File: src/rtl/ext_slot_pkg.sv
package ext_slot_pkg;
  localparam int XLEN      = 32;
  localparam int OP_W      = 6;
  localparam int OP_LSB    = 26;
  localparam int PRI_LSB   = 8;
  localparam int PRI_W     = 4;
  localparam int B_TRAPEN  = 4;
  localparam int B_TRAPPED = 3;
  localparam int B_EN      = 1;
  localparam int B_LD      = 0;

  typedef enum logic [1:0] {
    CSR_CTL  = 2'd0,
    CSR_HIT  = 2'd1,
    CSR_MISS = 2'd2,
    CSR_NONE = 2'd3
  } csr_kind_e;
endpackage

File: src/rtl/ext_slot_cam.sv
module ext_slot_cam
  import ext_slot_pkg::*;
#(
  parameter int N_SLOTS = 8
) (
  input  logic [N_SLOTS-1:0][XLEN-1:0] ctl_i,
  input  logic                         valid_i,
  input  logic [OP_W-1:0]              op_i,
  output logic [N_SLOTS-1:0]           match_o,
  output logic [N_SLOTS-1:0]           live_o,
  output logic [N_SLOTS-1:0]           trapen_o
);
  for (genvar g = 0; g < N_SLOTS; g++) begin : g_ent
    assign match_o[g]  = valid_i && ctl_i[g][B_LD] && (ctl_i[g][OP_LSB +: OP_W] == op_i);
    assign live_o[g]   = match_o[g] && ctl_i[g][B_EN];
    assign trapen_o[g] = ctl_i[g][B_TRAPEN];
  end
endmodule

File: src/rtl/ext_slot_arb.sv
module ext_slot_arb
  import ext_slot_pkg::*;
#(
  parameter int N_SLOTS = 8,
  localparam int SEL_W  = $clog2(N_SLOTS)
) (
  input  logic [N_SLOTS-1:0]            match_i,
  input  logic [N_SLOTS-1:0]            live_i,
  input  logic [N_SLOTS-1:0]            trapen_i,
  input  logic [N_SLOTS-1:0][PRI_W-1:0] pri_i,
  output logic                          hit_o,
  output logic                          trap_o,
  output logic [SEL_W-1:0]              slot_o,
  output logic [N_SLOTS-1:0]            grant_o
);
  logic [PRI_W-1:0] best_pri;
  logic [SEL_W-1:0] best_idx;
  logic             found;
  logic [SEL_W-1:0] trap_idx;
  logic             trap_found;

  always_comb begin
    found    = 1'b0;
    best_pri = '0;
    best_idx = '0;
    for (int i = 0; i < N_SLOTS; i++) begin
      // strict compare keeps the lower index on a tie
      if (live_i[i] && (!found || pri_i[i] > best_pri)) begin
        found    = 1'b1;
        best_pri = pri_i[i];
        best_idx = SEL_W'(i);
      end
    end
  end

  always_comb begin
    trap_found = 1'b0;
    trap_idx   = '0;
    for (int i = N_SLOTS - 1; i >= 0; i--) begin
      if (match_i[i] && !live_i[i] && trapen_i[i]) begin
        trap_found = 1'b1;
        trap_idx   = SEL_W'(i);
      end
    end
  end

  always_comb begin
    grant_o = '0;
    if (found) grant_o[best_idx] = 1'b1;
  end

  assign hit_o  = found;
  assign trap_o = !found && trap_found;
  assign slot_o = found ? best_idx : (trap_found ? trap_idx : '0);
endmodule

File: src/rtl/ext_sat_cnt.sv
module ext_sat_cnt #(
  parameter int CNT_W = 32
) (
  input  logic             clk_i,
  input  logic             rst_ni,
  input  logic             inc_i,
  input  logic             clr_i,
  output logic [CNT_W-1:0] cnt_o
);
  always_ff @(posedge clk_i or negedge rst_ni) begin
    if (!rst_ni) begin
      cnt_o <= '0;
    end else if (clr_i) begin
      cnt_o <= inc_i ? CNT_W'(1) : '0;
    end else if (inc_i && cnt_o != '1) begin
      cnt_o <= cnt_o + CNT_W'(1);
    end
  end
endmodule

File: src/rtl/ext_slot_ctrl.sv
module ext_slot_ctrl
  import ext_slot_pkg::*;
#(
  parameter int N_SLOTS = 8,
  parameter int CNT_W   = 32,
  localparam int SEL_W  = $clog2(N_SLOTS)
) (
  input  logic             clk_i,
  input  logic             rst_ni,
  input  logic             csr_en_i,
  input  logic             csr_we_i,
  input  logic [1:0]       csr_reg_i,
  input  logic [SEL_W-1:0] csr_sel_i,
  input  logic [XLEN-1:0]  csr_wdata_i,
  output logic [XLEN-1:0]  csr_rdata_o,
  input  logic             dec_valid_i,
  input  logic [OP_W-1:0]  dec_op_i,
  output logic             dec_hit_o,
  output logic             dec_trap_o,
  output logic [SEL_W-1:0] dec_slot_o
);
  csr_kind_e kind;
  assign kind = csr_kind_e'(csr_reg_i);

  logic [N_SLOTS-1:0][XLEN-1:0]  ctl_q;
  logic [N_SLOTS-1:0][CNT_W-1:0] hit_q;
  logic [N_SLOTS-1:0][CNT_W-1:0] miss_q;
  logic [N_SLOTS-1:0][PRI_W-1:0] pri;
  logic [N_SLOTS-1:0]            match, live, trapen, grant;

  ext_slot_cam #(.N_SLOTS(N_SLOTS)) u_cam (
    .ctl_i    (ctl_q),
    .valid_i  (dec_valid_i),
    .op_i     (dec_op_i),
    .match_o  (match),
    .live_o   (live),
    .trapen_o (trapen)
  );

  ext_slot_arb #(.N_SLOTS(N_SLOTS)) u_arb (
    .match_i  (match),
    .live_i   (live),
    .trapen_i (trapen),
    .pri_i    (pri),
    .hit_o    (dec_hit_o),
    .trap_o   (dec_trap_o),
    .slot_o   (dec_slot_o),
    .grant_o  (grant)
  );

  logic rd_acc, wr_acc;
  assign rd_acc = csr_en_i && !csr_we_i;
  assign wr_acc = csr_en_i &&  csr_we_i;

  for (genvar g = 0; g < N_SLOTS; g++) begin : g_slot
    logic sel_me, wr_ctl, set_td;
    assign sel_me = (csr_sel_i == SEL_W'(g));
    assign wr_ctl = wr_acc && kind == CSR_CTL && sel_me;
    assign set_td = dec_trap_o && dec_slot_o == SEL_W'(g);
    assign pri[g] = ctl_q[g][PRI_LSB +: PRI_W];

    always_ff @(posedge clk_i or negedge rst_ni) begin
      if (!rst_ni) begin
        ctl_q[g] <= '0;
      end else if (wr_ctl) begin
        ctl_q[g] <= csr_wdata_i;
      end else if (set_td) begin
        ctl_q[g][B_TRAPPED] <= 1'b1;
      end
    end

    ext_sat_cnt #(.CNT_W(CNT_W)) u_hit (
      .clk_i  (clk_i),
      .rst_ni (rst_ni),
      .inc_i  (grant[g]),
      .clr_i  (rd_acc && kind == CSR_HIT && sel_me),
      .cnt_o  (hit_q[g])
    );

    ext_sat_cnt #(.CNT_W(CNT_W)) u_miss (
      .clk_i  (clk_i),
      .rst_ni (rst_ni),
      .inc_i  (match[g] && !grant[g]),
      .clr_i  (rd_acc && kind == CSR_MISS && sel_me),
      .cnt_o  (miss_q[g])
    );
  end

  always_comb begin
    csr_rdata_o = '0;
    if (csr_en_i) begin
      unique case (kind)
        CSR_CTL:  csr_rdata_o = ctl_q[csr_sel_i];
        CSR_HIT:  csr_rdata_o = XLEN'(hit_q[csr_sel_i]);
        CSR_MISS: csr_rdata_o = XLEN'(miss_q[csr_sel_i]);
        default:  csr_rdata_o = '0;
      endcase
    end
  end
endmodule

File: config.mk
export PLATFORM = sky130hd
export DESIGN_NAME = ext_slot_ctrl
export DESIGN_NICKNAME = d
export VERILOG_FILES = /design/src/rtl/ext_slot_pkg.sv /design/src/rtl/ext_slot_cam.sv /design/src/rtl/ext_slot_arb.sv /design/src/rtl/ext_sat_cnt.sv /design/src/rtl/ext_slot_ctrl.sv
export SDC_FILE = /design/constraint.sdc
export NUM_CORES = 2
export LEC_CHECK = 0
export CAP_MARGIN = 30
export CORE_AREA = 8 8 371 373
export CTS_BUF_LIST = sky130_fd_sc_hd__clkbuf_16
export DETAILED_ROUTE_END_ITERATION = 8
export DIE_AREA = 0 0 379 381
export DONT_BUFFER_PORTS = 1
export SETUP_SLACK_MARGIN = 0.15
export SYNTH_ARGS = -nofsm -noshare
export SYNTH_HDL_FRONTEND = slang
export SYNTH_SLANG_ARGS = --single-unit
File: constraint.sdc
create_clock -name clk_i -period 17.5 [get_ports clk_i]
set_clock_uncertainty 0.1 [all_clocks]
set_input_delay 0.875 -clock clk_i [delete_from_list [all_inputs] [get_ports clk_i]]
set_output_delay 0.875 -clock clk_i [all_outputs]
set_load 0.01 [all_outputs]
* After elaboration in Yosys (flattened, before gate mapping)
Index checks and enable logic that the tools add are counted.
** Word-level totals
- Flip-flop bits (word level) :: 768
- Output and inout port bits :: 37
- Logic and storage cells :: 382
- Bits of input ports :: 48
** Operators by class
- Equality and inequality tests :: 40
- Multiplexer cells :: 115
- Reduce and logical (&&, ||, !) cells :: 169
- Order comparisons :: 10
- Add/subtract/negate cells :: 16
** Operator list (count)
- 32-bit two-way mux :: 36
- 32-bit by 1-bit adder with 32-bit output (second input constant) :: 16
- 32-bit inequality test (second input constant) :: 16
- 32-bit binary-select mux with 3-bit select :: 3
- 1-bit logical AND :: 110
- 32-bit case mux with 3 select lines :: 1
- 1-bit two-way mux :: 50
- 6-bit equality test :: 8
- 2-bit nonzero test :: 24
- 3-bit two-way mux :: 14
- 4-bit > comparator :: 7
- 4-bit two-way mux :: 7
- 1-bit logical NOT :: 25
- 3-bit equality test (second input constant) :: 8
- 3-bit by 2-bit equality test with 1-bit output (second input constant) :: 4
- 3-bit by 4-bit < comparator with 1-bit output (second input constant) :: 2
- 8-bit two-way mux :: 1
- 1-bit logical OR :: 7
- 3-bit by 1-bit equality test with 1-bit output (second input constant) :: 2
- 3-bit logical NOT :: 2
- 2-bit two-way mux :: 2
- 1-bit demux with 3-bit select :: 1
- 3-bit by 1-bit greater-or-equal comparator with 1-bit output (second input constant) :: 1
- 2-bit by 1-bit equality test with 1-bit output (second input constant) :: 1
- other kinds (2) :: 2

* Depth between registers and ports, before layout
- Word-level depth :: 42
- Mapped depth :: 68
- Mapped depth without buffers :: 61

* By module
A second synthesis with hierarchy kept.
** Unflattened totals
- Cells, all modules :: 4772
- Area, all modules :: 46776.1 um2
** By module, submodules not included
- ext_sat_cnt (g_slot[0].u_hit ...) :: times used 15, sequential area each 800.8 um2, cells an instance 195, area each 1747.9 um2
- ext_slot_ctrl :: times used 1, sequential area each 6406.1 um2, cells an instance 1310, area each 16341.9 um2
- ext_sat_cnt (g_slot[5].u_hit) :: times used 1, sequential area each 800.8 um2, cells an instance 198, area each 1803.0 um2
- ext_slot_arb :: times used 1, sequential area each 0.0 um2, cells an instance 218, area each 1536.5 um2
- ext_slot_cam :: times used 1, sequential area each 0.0 um2, cells an instance 121, area each 875.8 um2

* Worst setup path after synthesis
Ideal clock, no wire load.
- Path kind :: input port to flip-flop
- From :: input dec_op_i[3]
- To :: register g_slot[0].u_miss.cnt_o[1]
- Stages :: 62
- Required time :: 17.268 ns
- Buffers on the path :: 7
- Setup time :: 0.132 ns
- Slack :: 4.019 ns
- Data arrival time :: 13.249 ns
- Path through :: buf_2 xor2_1 a221oi_1 and4_1 nand2_1 ha_1 nor2b_1 o211ai_1 a21oi_1 o21ai_0 clkbuf_1 mux2_2 ha_1 nor2b_1 o21ai_0 a32oi_1 o21ai_1 mux2_2 [26 not listed] o21ai_0 o31ai_1 nand2_1 nand2_1 o22ai_1 ha_1 nor2b_1 o21ai_0 a21oi_1 nand2_1 o311ai_1 a2111o_1 buf_2 o31ai_2 clkbuf_1 buf_2 mux2i_1 nor2_1
** Between the ends
- Longest elaborated chain between the ends :: 41
- Elaborated cells between the ends (all ways) :: 84
- Classes of those cells :: order compare (9); eq/ne (8); mux (25); reduce/logical (42)
** Ends and longest elaborated chain
- start: declaration :: RTL line ext_slot_ctrl.sv:17 : input logic [OP_W-1:0] dec_op_i,
- 6-bit equality test :: RTL line ext_slot_cam.sv:14 : assign match_o[g] = valid_i && ctl_i[g][B_LD] && (ctl_i[g][OP_LSB +: OP_W] == op_i);
- 1-bit logical AND :: RTL line ext_slot_cam.sv:14
- 1-bit logical AND :: RTL line ext_slot_cam.sv:15 : assign live_o[g] = match_o[g] && ctl_i[g][B_EN];
- 4-bit two-way mux or 1-bit two-way mux (tied branches) :: RTL line ext_slot_arb.sv:28 : if (live_i[i] && (!found || pri_i[i] > best_pri)) begin
- 4-bit > comparator or 1-bit logical NOT (tied branches) :: RTL line ext_slot_arb.sv:28
- 1-bit logical OR :: RTL line ext_slot_arb.sv:28
- 1-bit logical AND :: RTL line ext_slot_arb.sv:28
- 4-bit two-way mux or 1-bit two-way mux (tied branches) :: RTL line ext_slot_arb.sv:28
- [25 not listed]
- 1-bit logical AND (implied by the code) :: RTL line ext_slot_arb.sv:49 : if (found) grant_o[best_idx] = 1'b1;
- 1-bit two-way mux (implied by the code) :: RTL line ext_slot_arb.sv:49
- 1-bit demux with 3-bit select
- 8-bit two-way mux :: RTL line ext_slot_arb.sv:49
- 1-bit logical NOT :: RTL line ext_slot_ctrl.sv:83 : .inc_i (match[g] && !grant[g]),
- 1-bit logical AND (*) :: RTL line ext_slot_ctrl.sv:83
- 1-bit logical AND (*) :: RTL line ext_sat_cnt.sv:15 : end else if (inc_i && cnt_o != '1) begin
- 2-bit nonzero test (no line) (*)
- end signal: assignment :: RTL line ext_sat_cnt.sv:14 : cnt_o <= inc_i ? CNT_W'(1) : '0;
- end signal: assignment :: RTL line ext_sat_cnt.sv:16 : cnt_o <= cnt_o + CNT_W'(1);
- end: declaration :: RTL line ext_sat_cnt.sv:8 : output logic [CNT_W-1:0] cnt_o
Every way passes the cells marked *; elsewhere a longest branch is shown, timed or not.
A chain may end at the register's enable or synchronous reset.

* Final worst setup path
- From :: register ctl_q[29] (netlist bit)
- To :: output dec_slot_o[2]
** Between the ends
- Longest elaborated chain between the ends :: 33
- Elaborated cells between the ends (all ways) :: 57
- Classes of those cells :: order compare (7); eq/ne (1); mux (23); reduce/logical (26)
** Ends and longest elaborated chain
- start: declaration :: RTL line ext_slot_ctrl.sv:25 : logic [N_SLOTS-1:0][XLEN-1:0] ctl_q;
- start signal: indexed assignment :: RTL line ext_slot_ctrl.sv:66 : ctl_q[g] <= csr_wdata_i;
- 6-bit equality test (*) :: RTL line ext_slot_cam.sv:14
- 1-bit logical AND (*) :: RTL line ext_slot_cam.sv:14
- 1-bit logical AND :: RTL line ext_slot_cam.sv:15
- 4-bit two-way mux or 1-bit two-way mux (tied branches) :: RTL line ext_slot_arb.sv:28
- 4-bit > comparator or 1-bit logical NOT (tied branches) :: RTL line ext_slot_arb.sv:28
- 1-bit logical OR :: RTL line ext_slot_arb.sv:28
- 1-bit logical AND :: RTL line ext_slot_arb.sv:28
- 4-bit two-way mux or 1-bit two-way mux (tied branches) :: RTL line ext_slot_arb.sv:28
- [17 not listed]
- 1-bit logical OR :: RTL line ext_slot_arb.sv:28
- 1-bit logical AND :: RTL line ext_slot_arb.sv:28
- 4-bit two-way mux or 1-bit two-way mux (tied branches) :: RTL line ext_slot_arb.sv:28
- 4-bit > comparator or 1-bit logical NOT (tied branches) :: RTL line ext_slot_arb.sv:28
- 1-bit logical OR :: RTL line ext_slot_arb.sv:28
- 1-bit logical AND :: RTL line ext_slot_arb.sv:28
- 3-bit two-way mux or 1-bit two-way mux (tied branches) :: RTL line ext_slot_arb.sv:28
- 3-bit two-way mux (*) :: RTL line ext_slot_arb.sv:54 : assign slot_o = found ? best_idx : (trap_found ? trap_idx : '0);
- end: declaration :: RTL line ext_slot_ctrl.sv:20 : output logic [SEL_W-1:0] dec_slot_o
Marked as above.

==> impl_metrics.env <==
export IMPL_status="completed"
export IMPL_critPathMaxStageDelay_ns=0.71
export IMPL_fin_nets=4489
export IMPL_cts_resized_gates=0
export IMPL_ys_warn_count=0
export IMPL_nFillCells=13030
export IMPL_htree_levels=3
export IMPL_avgSynthCellArea_um2=10.22
export IMPL_die_w_um=379
export IMPL_rows=134
export IMPL_grt_antenna_before_repair=7
export IMPL_grt_usage_pct=21.47
export IMPL_crit_family="compound AO/OA/AOI/OAI gates"
export IMPL_p_seq_share_pct=46.6
export IMPL_area_growth_pct=10.49
export IMPL_hold_viol=0
export IMPL_num_vias=37830
export IMPL_synth_simple_gate_area_share_pct=21.30
export IMPL_combPwrFrac_pct=8.5
export IMPL_tightestPinTransition_ns=1.304
export IMPL_final_area_mm2=0.05065
export IMPL_grt_pass1_wl_um=236700
export IMPL_drive_above_1_share_pct=16.43
export IMPL_drc=0
export IMPL_power_frac_clock_pct=44.9
export IMPL_wl_met3_um=16560
export IMPL_numCtsBuffers=93
export IMPL_critPathCaptureType="output pin"
export IMPL_clkTransAtPathRegs_ns=0.06
export IMPL_yosys_top_cells_area="dfrtp_1 42%, mux4_2 11%, mux2_2 6.3%"
export IMPL_io_buffers=0
export IMPL_hpwl_um=113000
export IMPL_synth_compound_area_share_pct=8.967
export IMPL_crit_reg2reg_launch="ctl_q[29]$_DFFE_PN0P_"
export IMPL_topRoutingLayerUsed="met4"
export IMPL_synth_top_cell_by_area="dfrtp_1"
export IMPL_initial_core_util_pct=34.70
export IMPL_firstDrtPassIters=6
export IMPL_synthTopCellsByCount="768 x dfrtp_1, 375 x nand2_1, 306 x nor2_1"
export IMPL_yosysSeqAreaShare_pct=41.93
export IMPL_synth_fp_nets=4579
export IMPL_synth_top_family_by_area="simple AND/OR/NAND/NOR gates"
export IMPL_cpMaxStageDelayCell="a211oi_2"
export IMPL_crit_type="flop to output pin"
export IMPL_synth_most_common_cell="dfrtp_1"
export IMPL_synth_seq_cells=768
export IMPL_routabilityCongestion=1.020
export IMPL_p_leak_nw=21.11
export IMPL_relSlewSlack_pct=13.07
export IMPL_ir_worst_vdd_mv=0.08897
export IMPL_clkSinkCount=768
export IMPL_clk_latency_ns=0.70
export IMPL_maxCapViolations=0
export IMPL_synth_area_mux_share_pct=19.31
export IMPL_async_flop_share_pct=100.0
export IMPL_cts_root_buf="clkbuf_16"
export IMPL_synth_xor_area_share_pct=4.261
export IMPL_crit_start="ctl_q[29]$_DFFE_PN0P_"
export IMPL_routed_wl_um=159800
export IMPL_required_ns=16.52
export IMPL_grt_pass1_vias=34930
export IMPL_core_area_mm2=0.1321
export IMPL_cts_tree="built"
export IMPL_fp_dieH_um=381
export IMPL_dpl_cell_area_mm2=0.04766
export IMPL_grt_max_degree=769
export IMPL_cts_setup_buffers=0
export IMPL_synth_edff_count=0
export IMPL_yosysTopAreaCellShare_pct=41.93
export IMPL_synth_cell_type_count=85
export IMPL_period_needed_ns=16.09
export IMPL_die_area_mm2=0.1444
export IMPL_finalCritPeriodShare_pct=91.92
export IMPL_syn_cell_area_mm2=0.04584
export IMPL_synth_fa_ha_area_share_pct=1.201
export IMPL_start_kind="flop"
export IMPL_p_int_mw=3.089
export IMPL_path_buf_inv=4
export IMPL_synth_main_ff_cell="dfrtp_1"
export IMPL_first_iter_violations=4734
export IMPL_final_max_slew_violation_count=0
export IMPL_ctsLongestPathBuffers=3
export IMPL_viasPerCell=6.065
export IMPL_ant_nets=0
export IMPL_io_pins=85
export IMPL_grt_ovfl_total=0
export IMPL_p_sw_mw=1.064
export IMPL_dr_wl_met2_um=66710
export IMPL_timing_fmax_ghz=0.06217
export IMPL_hp_class="input port to asynchronous set/reset pin"
export IMPL_setup_viol=0
export IMPL_swShare_pct=25.62
export IMPL_rsz0062_at_grt="no"
export IMPL_wl_met1_um=69510
export IMPL_cellPowerDensity_mw_per_mm2=82.00
export IMPL_routedWlPerCell_um=25.63
export IMPL_setup_tns_ns=0
export IMPL_crit_arrival_ns=15.11
export IMPL_synthCells=4487
export IMPL_crit_fanout=12
-- area by class of cell --
type                            count  area (µm²)  share of cell area (%)
Antenna cell                        1       2.502                0.004941
Sequential cell                   768       19220                   37.95
Tap cell                         1768        2212                   4.368
Timing Repair Buffer               65       564.3                   1.114
Clock inverter                     73       539.3                   1.065
Clock buffer                       93        2327                   4.595
Inverter                          108       405.4                  0.8004
Multi-Input combinational cell   3361       25380                   50.11
-- cells by family after synthesis --
| logic type | Yosys count |
|---|---|
| buffers and inverters | 358 |
| AND/OR/NAND/NOR | 1837 |
| AO/OA/AOI/OAI | 681 |
| adder cells (fa/ha/maj) | 44 |
| multiplexers | 576 |
| XOR/XNOR | 223 |
| flip-flops | 768 |
-- layer usage --
metal | vias to the layer above | global-route usage, %
met3 | 259 | 5.381
met1 | 19260 | 31.54
met5 | - | 0
li1 | 16530 | -
met2 | 1770 | 30.15
met4 | 0 | 8.217
-- placed cells by master, fill, tap and decap left out, types with 11 or more instances in the layout --
cell type    n
a21o_1      11
a21oi_1    238
and2_1      75
and3_1     104
and4_1      64
buf_4       56
clkbuf_16   93
clkinv_1    25
clkinv_2    12
dfrtp_1    768
ha_1        44
inv_1      127
mux2_2     255
mux2i_1    100
mux4_2     221
nand2_1    371
nand2b_1    63
nand3_1    243
nand3b_1    12
nand4_1    129
nor2_1     289
nor2_2      13
nor2b_1     16
nor3_1      94
nor4_1      43
o211ai_1    57
o21ai_0    196
o22ai_1     35
o31ai_1     42
or2_2       13
or3_1      178
or4_1       80
xnor2_1    102
xor2_1     121
-- flip-flops by register name (all words and copies together) (netlist names) --
signal,flops
ctl_q,256
g_slot.u_hit.cnt_o,256
g_slot.u_miss.cnt_o,256
-- power groups by stage --
stage          logic [mW]  clock network (mW)  registers (mW)
6_report            0.355                1.86            1.94
4_1_cts             0.310                1.89            1.93
5_1_grt             0.381                1.96            1.94
2_1_floorplan       0.258                   0            1.94
3_5_place_dp        0.309                   0            1.97
3_3_place_gp        0.303                   0            1.96
-- final timing paths --
path	cells past startpoint	to	slack, ns
setup / recovery	59	dec_slot_o[2]	1.41
hold / removal	1	g_slot[5].u_miss.cnt_o[19]$_DFFE_PN0P_	0.11
setup reg to reg	61	g_slot[2].u_hit.cnt_o[19]$_DFFE_PN0P_	1.80
hold reg to reg	1	ctl_q[88]$_DFFE_PN0P_	0.40
max in group asynchronous	2	g_slot[2].u_hit.cnt_o[31]$_DFFE_PN0P_	15.46
min in group clk_i	2	ctl_q[193]$_DFFE_PN0P_	0.20
-- per-stage QoR --
step                      hold slack [ns]  total power, mW  cells  setup slack [ns]  utilization (%)
after floorplan                    0.3609            2.194   4487             4.019                -
after global placement             0.3787            2.265   6059             2.107            36.04
after detailed placement           0.3885            2.275   6064             1.822            36.07
after CTS                         -0.1269            4.134   6230             1.743            38.24
after global routing               0.1370            4.287   6236            0.6184            38.33
final                              0.1120            4.153   6237             1.414            38.34
(Power assumes the default switching activity.)
